$ cat config.mk
export PLATFORM = sky130hd
export DESIGN_NAME = sync_power_meter
export DESIGN_NICKNAME = d
export VERILOG_FILES = /design/src/rtl/spm_pkg.sv /design/src/rtl/spm_window_seq.sv /design/src/rtl/spm_accum.sv /design/src/rtl/spm_handoff.sv /design/src/rtl/sync_power_meter.sv
export SDC_FILE = /design/constraint.sdc
export NUM_CORES = 1
export LEC_CHECK = 0
export BUFFER_PORTS_ARGS = -buffer_cell sky130_fd_sc_hd__buf_2
export CAP_MARGIN = 20
export CORE_MARGIN = 10
export CORE_UTILIZATION = 62
export CTS_CLUSTER_DIAMETER = 50
export CTS_CLUSTER_SIZE = 10
export DETAILED_ROUTE_END_ITERATION = 10
export GPL_TIMING_DRIVEN = 0
export PLACE_DENSITY = 0.81
export SYNTH_ARGS = -nofsm -noshare
export SYNTH_HDL_FRONTEND = slang
export SYNTH_SLANG_ARGS = --single-unit
$ cat constraint.sdc
create_clock -name clk -period 12.75 [get_ports clk]
set_input_delay 3.1875 -clock clk [delete_from_list [all_inputs] [get_ports clk]]
set_output_delay 3.1875 -clock clk [all_outputs]
set_load 0.01 [all_outputs]
$ cat src/rtl/spm_pkg.sv
package spm_pkg;

    typedef enum logic [1:0] {
        MODE_OFF     = 2'd0,
        MODE_NORMAL  = 2'd1,
        MODE_GATED   = 2'd2,
        MODE_OFF_ALT = 2'd3
    } meter_mode_e;

    typedef enum logic {
        HANDOFF_IRQ = 1'b0,
        HANDOFF_REQ = 1'b1
    } handoff_e;

    function automatic logic mode_runs(meter_mode_e m);
        return (m == MODE_NORMAL) || (m == MODE_GATED);
    endfunction

    function automatic logic sample_counts(meter_mode_e m, logic vld, logic gate);
        return vld && ((m != MODE_GATED) || gate);
    endfunction

endpackage

$ cat src/rtl/spm_window_seq.sv
module spm_window_seq #(
    parameter int CNT_W = 12
) (
    input  logic             clk,
    input  logic             rst,
    input  logic             run,
    input  logic             strobe,
    input  logic             sync_in,
    input  logic             oneshot,
    input  logic [CNT_W-1:0] dly,
    input  logic [CNT_W-1:0] len,
    input  logic [CNT_W-1:0] ivl,
    output logic             take,
    output logic             in_win,
    output logic             last,
    output logic             restart
);
    localparam int EW = CNT_W + 1;

    logic             active;
    logic [CNT_W-1:0] pos;
    logic [EW-1:0]    pos_e;
    logic [EW-1:0]    win_beg;
    logic [EW-1:0]    win_end;
    logic             wrap;

    always_comb begin
        pos_e   = {1'b0, pos};
        win_beg = {1'b0, dly};
        win_end = {1'b0, dly} + {1'b0, len};
        in_win  = (pos_e >= win_beg) && (pos_e < win_end);
        last    = (len != '0) && ((pos_e + EW'(1)) == win_end);
        wrap    = !oneshot && (pos == (ivl - CNT_W'(1)));
        take    = run && active && strobe && !sync_in;
        restart = !run || sync_in || (take && wrap);
    end

    always_ff @(posedge clk) begin
        if (rst || !run) begin
            active <= 1'b0;
            pos    <= '0;
        end else if (sync_in) begin
            active <= 1'b1;
            pos    <= '0;
        end else if (take) begin
            if (last && oneshot) begin
                active <= 1'b0;
                pos    <= '0;
            end else if (wrap) begin
                pos <= '0;
            end else begin
                pos <= pos + CNT_W'(1);
            end
        end
    end

    AST_OFF_IDLE: assert property (@(posedge clk) disable iff (rst)
        !run |=> !active);

    AST_ONESHOT_STOP: assert property (@(posedge clk) disable iff (rst)
        (take && last && oneshot) |=> !active);

    AST_SYNC_RESTART: assert property (@(posedge clk) disable iff (rst)
        (run && sync_in) |=> (pos == '0));

endmodule

$ cat src/rtl/spm_accum.sv
module spm_accum #(
    parameter int PWR_W = 24,
    parameter int CNT_W = 12,
    parameter int ACC_W = 36
) (
    input  logic             clk,
    input  logic             rst,
    input  logic             take,
    input  logic             in_win,
    input  logic             last,
    input  logic             restart,
    input  logic [PWR_W-1:0] pwr,
    input  logic [PWR_W-1:0] thr_a,
    input  logic [PWR_W-1:0] thr_b,
    output logic             done,
    output logic [ACC_W-1:0] fin_acc,
    output logic [PWR_W-1:0] fin_peak,
    output logic [CNT_W-1:0] fin_ha,
    output logic [CNT_W-1:0] fin_hb
);
    logic [ACC_W-1:0] acc;
    logic [PWR_W-1:0] peak;
    logic [CNT_W-1:0] ha;
    logic [CNT_W-1:0] hb;
    logic             use_smp;

    always_comb begin
        use_smp  = take && in_win;
        done     = use_smp && last;
        fin_acc  = acc + ACC_W'(pwr);
        fin_peak = (pwr > peak) ? pwr : peak;
        fin_ha   = ha + {{(CNT_W-1){1'b0}}, (pwr > thr_a)};
        fin_hb   = hb + {{(CNT_W-1){1'b0}}, (pwr > thr_b)};
    end

    always_ff @(posedge clk) begin
        if (rst || done || restart) begin
            acc  <= '0;
            peak <= '0;
            ha   <= '0;
            hb   <= '0;
        end else if (use_smp) begin
            acc  <= fin_acc;
            peak <= fin_peak;
            ha   <= fin_ha;
            hb   <= fin_hb;
        end
    end

    AST_NO_OVERFLOW: assert property (@(posedge clk) disable iff (rst)
        use_smp |-> (fin_acc >= acc));

    AST_PEAK_LE_SUM: assert property (@(posedge clk) disable iff (rst)
        ACC_W'(peak) <= acc);

endmodule

$ cat src/rtl/spm_handoff.sv
module spm_handoff #(
    parameter int PWR_W = 24,
    parameter int CNT_W = 12,
    parameter int ACC_W = 36
) (
    input  logic             clk,
    input  logic             rst,
    input  logic             hs_mode,
    input  logic             done,
    input  logic [ACC_W-1:0] fin_acc,
    input  logic [PWR_W-1:0] fin_peak,
    input  logic [CNT_W-1:0] fin_ha,
    input  logic [CNT_W-1:0] fin_hb,
    input  logic             rd_done,
    input  logic             rd_req,
    output logic [ACC_W-1:0] res_pwr,
    output logic [PWR_W-1:0] res_peak,
    output logic [CNT_W-1:0] res_ha,
    output logic [CNT_W-1:0] res_hb,
    output logic             irq,
    output logic             ack
);
    import spm_pkg::*;

    handoff_e ho;
    logic     load;

    always_comb begin
        ho   = handoff_e'(hs_mode);
        load = (ho == HANDOFF_IRQ) ? done : (done && rd_req && !ack);
    end

    always_ff @(posedge clk) begin
        if (rst) begin
            res_pwr  <= '0;
            res_peak <= '0;
            res_ha   <= '0;
            res_hb   <= '0;
            irq      <= 1'b0;
            ack      <= 1'b0;
        end else begin
            if (load) begin
                res_pwr  <= fin_acc;
                res_peak <= fin_peak;
                res_ha   <= fin_ha;
                res_hb   <= fin_hb;
            end
            if (ho == HANDOFF_IRQ) begin
                ack <= 1'b0;
                if (done)
                    irq <= 1'b1;
                else if (rd_done)
                    irq <= 1'b0;
            end else begin
                irq <= 1'b0;
                if (!rd_req)
                    ack <= 1'b0;
                else if (load)
                    ack <= 1'b1;
            end
        end
    end

    AST_ACK_AFTER_REQ: assert property (@(posedge clk) disable iff (rst)
        ack |-> $past(rd_req));

    AST_RES_FROZEN: assert property (@(posedge clk) disable iff (rst)
        (ack && $past(ack)) |-> $stable(res_pwr));

    AST_NO_IRQ_HS: assert property (@(posedge clk) disable iff (rst)
        $past(hs_mode) |-> !irq);

    AST_IRQ_CLEAR: assert property (@(posedge clk) disable iff (rst)
        ($past(rd_done) && !$past(done) && !$past(hs_mode)) |-> !irq);

endmodule

$ cat src/rtl/sync_power_meter.sv
module sync_power_meter #(
    parameter  int SMP_W = 12,
    parameter  int CNT_W = 12,
    localparam int PWR_W = 2 * SMP_W,
    localparam int ACC_W = PWR_W + CNT_W
) (
    input  logic                    clk,
    input  logic                    rst,
    input  logic                    smp_vld,
    input  logic signed [SMP_W-1:0] smp_i,
    input  logic signed [SMP_W-1:0] smp_q,
    input  logic                    smp_gate,
    input  logic                    sync_in,
    input  logic [1:0]              cfg_mode,
    input  logic                    cfg_oneshot,
    input  logic [CNT_W-1:0]        cfg_dly,
    input  logic [CNT_W-1:0]        cfg_len,
    input  logic [CNT_W-1:0]        cfg_ivl,
    input  logic [PWR_W-1:0]        cfg_thr_a,
    input  logic [PWR_W-1:0]        cfg_thr_b,
    input  logic                    cfg_handshake,
    input  logic                    host_rd_done,
    input  logic                    host_rd_req,
    output logic [ACC_W-1:0]        res_pwr,
    output logic [PWR_W-1:0]        res_peak,
    output logic [CNT_W-1:0]        res_hist_a,
    output logic [CNT_W-1:0]        res_hist_b,
    output logic                    irq,
    output logic                    ack
);
    import spm_pkg::*;

    meter_mode_e             mode;
    logic                    run;
    logic                    strobe;
    logic signed [PWR_W-1:0] sq_i;
    logic signed [PWR_W-1:0] sq_q;
    logic [PWR_W-1:0]        pwr;

    logic take, in_win, last, restart;
    logic             done;
    logic [ACC_W-1:0] fin_acc;
    logic [PWR_W-1:0] fin_peak;
    logic [CNT_W-1:0] fin_ha;
    logic [CNT_W-1:0] fin_hb;

    always_comb begin
        mode   = meter_mode_e'(cfg_mode);
        run    = mode_runs(mode);
        strobe = sample_counts(mode, smp_vld, smp_gate);
        sq_i   = PWR_W'(smp_i) * PWR_W'(smp_i);
        sq_q   = PWR_W'(smp_q) * PWR_W'(smp_q);
        pwr    = $unsigned(sq_i) + $unsigned(sq_q);
    end

    spm_window_seq #(.CNT_W(CNT_W)) u_seq (
        .clk     (clk),
        .rst     (rst),
        .run     (run),
        .strobe  (strobe),
        .sync_in (sync_in),
        .oneshot (cfg_oneshot),
        .dly     (cfg_dly),
        .len     (cfg_len),
        .ivl     (cfg_ivl),
        .take    (take),
        .in_win  (in_win),
        .last    (last),
        .restart (restart)
    );

    spm_accum #(.PWR_W(PWR_W), .CNT_W(CNT_W), .ACC_W(ACC_W)) u_acc (
        .clk      (clk),
        .rst      (rst),
        .take     (take),
        .in_win   (in_win),
        .last     (last),
        .restart  (restart),
        .pwr      (pwr),
        .thr_a    (cfg_thr_a),
        .thr_b    (cfg_thr_b),
        .done     (done),
        .fin_acc  (fin_acc),
        .fin_peak (fin_peak),
        .fin_ha   (fin_ha),
        .fin_hb   (fin_hb)
    );

    spm_handoff #(.PWR_W(PWR_W), .CNT_W(CNT_W), .ACC_W(ACC_W)) u_ho (
        .clk      (clk),
        .rst      (rst),
        .hs_mode  (cfg_handshake),
        .done     (done),
        .fin_acc  (fin_acc),
        .fin_peak (fin_peak),
        .fin_ha   (fin_ha),
        .fin_hb   (fin_hb),
        .rd_done  (host_rd_done),
        .rd_req   (host_rd_req),
        .res_pwr  (res_pwr),
        .res_peak (res_peak),
        .res_ha   (res_hist_a),
        .res_hb   (res_hist_b),
        .irq      (irq),
        .ack      (ack)
    );

    AST_PEAK_LE_RESULT: assert property (@(posedge clk) disable iff (rst)
        ACC_W'(res_peak) <= res_pwr);

endmodule

==> results of run 1 <==
registers in the layout, summed over array words and instances, names as in the netlist:
name	flops
u_ho.res_peak	24
u_ho.res_hb	12
u_ho.irq	1
u_acc.hb	12
u_ho.ack	1
u_acc.ha	12
u_seq.active	1
u_ho.res_ha	12
u_seq.pos	12
u_ho.res_pwr	36
u_acc.peak	24
u_acc.acc	36
final cells by class:
type | count | area share (%)
well taps | 461 | 2.34
flip-flops and latches | 183 | 14.9
inverters | 496 | 7.55
clock inverters | 15 | 0.873
repair buffers | 206 | 4.22
diodes | 2 | 0.0203
multi-input cells | 1822 | 66.8
clock buffers | 17 | 1.72
plain buffers | 86 | 1.66
critical path, delay by kind of cell:
family | cells | cell delay, ns
fa+ha+maj | 9 | 4.57
buf+inv | 8 | 1.68
compound gates | 9 | 1.49
simple gates | 3 | 0.80
mux | 2 | 0.66
xor+xnor | 1 | 0.27
routing by layer:
metal | track usage (%) | up-vias
li1 | - | 8705
met1 | 35.0 | 8944
met2 | 48.0 | 668
met3 | 4.86 | 139
met4 | 12.1 | 0
met5 | 0 | -
worst max path at each step:
stage / endpoint / cells after the start
2_1_floorplan: u_acc.hb[10] / 39
3_3_place_gp: u_ho.res_hb[11] / 40
3_5_place_dp: u_ho.res_hb[11] / 40
4_1_cts: u_acc.ha[10] / 37
5_1_grt: u_acc.ha[11] / 33
6_report: u_ho.res_peak[20] / 32
placed cells by master (no fill, tap or decap), types with 33 or more instances in the layout:
master / count
inv_1: 496
fa_1: 285
nand2_1: 283
ha_1: 225
buf_2: 213
dfxtp_1: 183
a21oi_1: 158
nor2_1: 145
xnor2_1: 93
and2_1: 67
o21ai_0: 56
xor2_1: 53
clkbuf_1: 49
mux2i_1: 46
nand3_1: 40
nor3_1: 33
kinds of logic (layout without fill, tap and decap cells):
| group | Yosys count | after routing | share of synthesized area, % |
|---|---|---|---|
| buffers and inverters | 589 | 820 | 10.2 |
| xor gates and xnor gates | 159 | 159 | 6.45 |
| AOI/OAI and AO/OA | 386 | 386 | 10.8 |
| other | 0 | 2 | 0 |
| muxes | 58 | 58 | 2.68 |
| and+or+nand+nor | 707 | 707 | 14.8 |
| DFF | 183 | 183 | 16.5 |
| adders and majority gates | 512 | 512 | 38.5 |
metrics by stage:
step / cells / cell area (sq um)
floorplan: 2594 / 22200
global placement: 3257 / 23800
detailed placement: 3257 / 23800
CTS: 3288 / 24500
global route: 3288 / 24700
finish: 3288 / 24700
timing repair:
action                                  in CTS  in global routing
pin swaps                                    0                  4
setup buffers                                0                  4
resized for setup                           10                 57
endpoints found under the setup margin      31                 81
==> impl_metrics.env, run 1 <==
export IMPL_yosysWarningCount=0
export IMPL_cts_htree_levels=4
export IMPL_seq_area_sq_um=3660
export IMPL_slew_violations=0
export IMPL_routed_wl_met2_um=29800
export IMPL_drive_above_1_share_pct=11.6
export IMPL_post_place_ws_ns=-0.824
export IMPL_hold_path_class="reg2reg"
export IMPL_crit_type="in2reg"
export IMPL_cp_max_fo=10
export IMPL_wl_per_cell_um=18.7
export IMPL_clock_latency_ns=0.45
export IMPL_antenna_found_initial=2
export IMPL_period_needed_ns=12.35
export IMPL_syn_nets=3225
export IMPL_postLayoutCoreUtil_pct=69.5
export IMPL_min_from="u_ho.res_hb[7]"
export IMPL_timing_fmax_ghz=0.0810
export IMPL_min_to="u_ho.res_hb[7]"
export IMPL_cts_reportedPaths_clkPinSlew_ns=0.07
export IMPL_overflow=0
export IMPL_num_vias=18500
export IMPL_yosysUniqueCellTypes=69
export IMPL_yosysMostFrequentCell="inv_1"
export IMPL_ys_flop_type="dfxtp_1"
export IMPL_port_buffers=202
export IMPL_status="finished, final reports clean"
export IMPL_wl_met3_um=4130
export IMPL_cp_data_required_time_ns=13.07
export IMPL_dp_hpwl_um=52000
export IMPL_cts_buffers=17
export IMPL_track_usage_pct=28.4
export IMPL_synthCells=2594
export IMPL_area_growth_pct=10.9
export IMPL_r2r_start="u_seq.pos[1]"
export IMPL_setup_viol=0
export IMPL_whs_path_depth=2
export IMPL_synth_top_area_share_pct=25.8
export IMPL_die_area_sq_um=43800
export IMPL_wl_met1_um=25100
export IMPL_initial_utilization_pct=62.7
export IMPL_hold_violations=0
export IMPL_timing_final_ws_setup_ns=0.403
export IMPL_clockRootBuffer="clkbuf_16"
export IMPL_highest_layer="met4"
export IMPL_syn_mean_instance_area_sq_um=8.57
export IMPL_grt_pass1_vias=19500
export IMPL_nFillCells=2740
export IMPL_startpoint="smp_i[11]"
export IMPL_cts_max_path_buffers=2
export IMPL_finalCritPeriodShare_pct=96.8
export IMPL_slew_headroom_pct=31.9
export IMPL_coreArea_sq_um=35500
export IMPL_path_common_cell="fa_1"
export IMPL_drv_cap=0
export IMPL_start_kind="input pin"
export IMPL_ioPinCount=205
export IMPL_grt_pass1_wl_um=101000
export IMPL_drtPass1Iterations=5
export IMPL_crit_path_top_delay_cell="fa_1"
export IMPL_die_w_um=209
export IMPL_hold_buffers=0
export IMPL_cp_slowest_stage_delay_ns=0.58
export IMPL_die_y_um=209
export IMPL_fp_row_count=69
export IMPL_fin_tns_setup_ns=0
export IMPL_reg2reg_depth=13
export IMPL_grt_max_degree=18
export IMPL_yosys_area_top_type="fa_1"
export IMPL_rrSetupSlack_ns=8.31
export IMPL_synth_edff_count=0
export IMPL_vias_per_cell=5.61
export IMPL_final_antenna_net_count=0
export IMPL_endpoint_kind="flop"
export IMPL_tritoncts="yes"
export IMPL_fin_skew_ns=0.0105
export IMPL_drtIter0Drc=1321
export IMPL_ys_top_cells_by_count="496 x inv_1, 287 x fa_1, 284 x nand2_1, 225 x ha_1, 183 x dfxtp_1"
export IMPL_worst_pin_slew_ns=1.01
export IMPL_finalWirelength_um=61600
export IMPL_crit_reg2reg_capture="u_acc.acc[28]"
export IMPL_synth_async_reset_ratio_pct=0
export IMPL_ys_ff_latch=183
export IMPL_drc=0
export IMPL_crit_arrival_ns=12.67
export IMPL_cts_sinks=183
export IMPL_synthTopCellsByArea="fa_1 26%, dfxtp_1 16%, ha_1 13%"
export IMPL_synth_area_sq_um=22200
export IMPL_ys_seq_area_share_pct=16.5
export IMPL_multi_input_area_sq_um=16500
export IMPL_globalplace_congestion=0.969
export IMPL_fin_nets=3443
export IMPL_holdWs_ns=0.449
Power of run 1 is not shown: default switching activity piles up to over one toggle a cycle in this logic, so the estimate is an artifact.
==> run 2, diff against run 1 <==
--- a/config.mk
+++ b/config.mk
@@ -8,12 +8,12 @@
 export BUFFER_PORTS_ARGS = -buffer_cell sky130_fd_sc_hd__buf_2
 export CAP_MARGIN = 20
 export CORE_MARGIN = 10
-export CORE_UTILIZATION = 62
+export CORE_UTILIZATION = 65
 export CTS_CLUSTER_DIAMETER = 50
 export CTS_CLUSTER_SIZE = 10
 export DETAILED_ROUTE_END_ITERATION = 10
 export GPL_TIMING_DRIVEN = 0
-export PLACE_DENSITY = 0.81
+export PLACE_DENSITY = 0.84
 export SYNTH_ARGS = -nofsm -noshare
 export SYNTH_HDL_FRONTEND = slang
 export SYNTH_SLANG_ARGS = --single-unit
==> constraint.sdc (replaced) <==
create_clock -name clk -period 15.25 [get_ports clk]
set_input_delay 3.8125 -clock clk [delete_from_list [all_inputs] [get_ports clk]]
set_output_delay 3.8125 -clock clk [all_outputs]
set_load 0.01 [all_outputs]
==> impl_metrics.env, run 2 (synthesis gave the netlist of run 1 again) <==
export IMPL_crit_reg2reg_capture="u_acc.hb[5]"
export IMPL_finalWirelength_um=61400
export IMPL_slew_violations=0
export IMPL_layout_commonest_cell="inv_1"
export IMPL_postLayoutCoreUtil_pct=72.6
export IMPL_cts_reportedPaths_clkPinSlew_ns=0.07
export IMPL_drv_cap=0
export IMPL_reg2reg_depth=14
export IMPL_final_antenna_net_count=0
export IMPL_cts_max_path_buffers=2
export IMPL_ioPinCount=205
export IMPL_slew_headroom_pct=26.7
export IMPL_final_cell_mix="496 x inv_1, 287 x fa_1, 284 x nand2_1"
export IMPL_drtPass1Iterations=5
export IMPL_cts_sinks=183
export IMPL_clockRootBuffer="clkbuf_16"
export IMPL_fp_row_count=67
export IMPL_cp_slowest_stage_delay_ns=0.94
export IMPL_post_cts_resized=0
export IMPL_vias_per_cell=5.74
export IMPL_r2r_start="u_seq.pos[0]"
export IMPL_crit_path_top_delay_cell="fa_1"
export IMPL_globalplace_congestion=0.975
export IMPL_wl_per_cell_um=18.7
export IMPL_port_buffers=202
export IMPL_antenna_cells=0
export IMPL_fin_tns_setup_ns=0
export IMPL_tritoncts="yes"
export IMPL_area_growth_pct=9.79
export IMPL_cts_buffers=17
export IMPL_coreArea_sq_um=33600
export IMPL_grt_pass1_vias=19300
export IMPL_worst_pin_slew_ns=1.09
export IMPL_crit_type="in2reg"
export IMPL_finalCritPeriodShare_pct=96.7
export IMPL_setup_viol=0
export IMPL_initial_utilization_pct=66.1
export IMPL_cts_htree_levels=4
export IMPL_cp_data_required_time_ns=15.57
export IMPL_die_y_um=205
export IMPL_clock_latency_ns=0.44
export IMPL_die_w_um=205
export IMPL_final_area_sq_um=24400
export IMPL_rsz0062_at_grt="no"
export IMPL_num_vias=18800
export IMPL_period_needed_ns=14.75
export IMPL_grt_max_degree=17
export IMPL_post_place_ws_ns=0.508
export IMPL_drc=0
export IMPL_grt_pass1_wl_um=97800
export IMPL_die_area_sq_um=42000
export IMPL_drive_above_1_share_pct=9.97
export IMPL_nFillCells=2550
export IMPL_endpoint_kind="flop"
export IMPL_cts_setup_buffers=0
export IMPL_crit_arrival_ns=15.08
export IMPL_reg_top3="u_acc.acc: 36 flops, u_ho.res_pwr: 36 flops"
export IMPL_dp_hpwl_um=51100
export IMPL_timing_final_ws_setup_ns=0.497
export IMPL_cp_max_fo=10
export IMPL_drtIter0Drc=1399
export IMPL_endpoint="u_acc.ha[10]"
export IMPL_startpoint="smp_q[0]"
export IMPL_status="finished, final reports clean"
export IMPL_hold_violations=0
export IMPL_hold_path_class="reg2reg"
export IMPL_fin_skew_ns=0.0120
export IMPL_hold_buffers=0
export IMPL_track_usage_pct=29.1
export IMPL_antenna_found_initial=1
export IMPL_timing_fmax_ghz=0.0678
export IMPL_dpl_cell_area_sq_um=23800
export IMPL_path_common_cell="fa_1"
export IMPL_rrSetupSlack_ns=11.02
export IMPL_fin_nets=3446
export IMPL_overflow=0
export IMPL_start_kind="input pin"
==> run 2: changes by cell type in the layout (fill, tap and decap cells not counted), moves of 6 or more <==
cell	delta
xnor2_1	+8
clkbuf_1	+22
clkbuf_2	-14
xnor2_2	-6
==> run 2: critical path: cells and delay by family <==
family,cells,cell delay [ns]
xor gates and xnor gates,2,0.99
AOI/OAI and AO/OA,6,1.58
and+or+nand+nor,11,2.41
adders and majority gates,11,5.17
buffers and inverters,5,1.08
==> run 2: per-stage QoR <==
step,hold slack (ns),cells
2_1_floorplan,0.436,2594
3_3_place_gp,0.438,3244
3_5_place_dp,0.443,3244
4_1_cts,0.459,3276
5_1_grt,0.474,3276
6_report,0.456,3276
==> run 2: area by class of cell <==
class | instances | area [sq um] | share of cell area (%)
Buffer | 93 | 412 | 1.69
Multi-Input combinational cell | 1822 | 16300 | 66.8
Tap cell | 448 | 561 | 2.30
Clock buffer | 20 | 467 | 1.91
Timing Repair Buffer | 202 | 1010 | 4.14
Clock inverter | 12 | 139 | 0.569
Inverter | 496 | 1860 | 7.63
Sequential cell | 183 | 3660 | 15.0
==> run 2: worst min path at each step <==
stage	startpoint	to	cells after the start
floorplan	u_acc.peak[1]	u_acc.peak[1]	2
global placement	u_ho.res_ha[10]	u_ho.res_ha[10]	2
detailed placement	u_ho.res_pwr[32]	u_ho.res_pwr[32]	2
CTS	u_ho.res_hb[10]	u_ho.res_hb[10]	2
global route	u_ho.res_hb[10]	u_ho.res_hb[10]	2
finish	u_ho.res_ha[6]	u_ho.res_ha[6]	2
==> run 2: layer usage <==
metal  global-route usage (%)  vias to the layer above  part of all wire (%)
met5                        0                        -                 0.021
met4                     10.3                        2                   3.6
met2                     47.6                      759                    47
met3                     7.34                      140                   9.2
met1                     36.7                     9178                    40
li1                         -                     8715                     -
Power of run 2 is left out for the same reason.
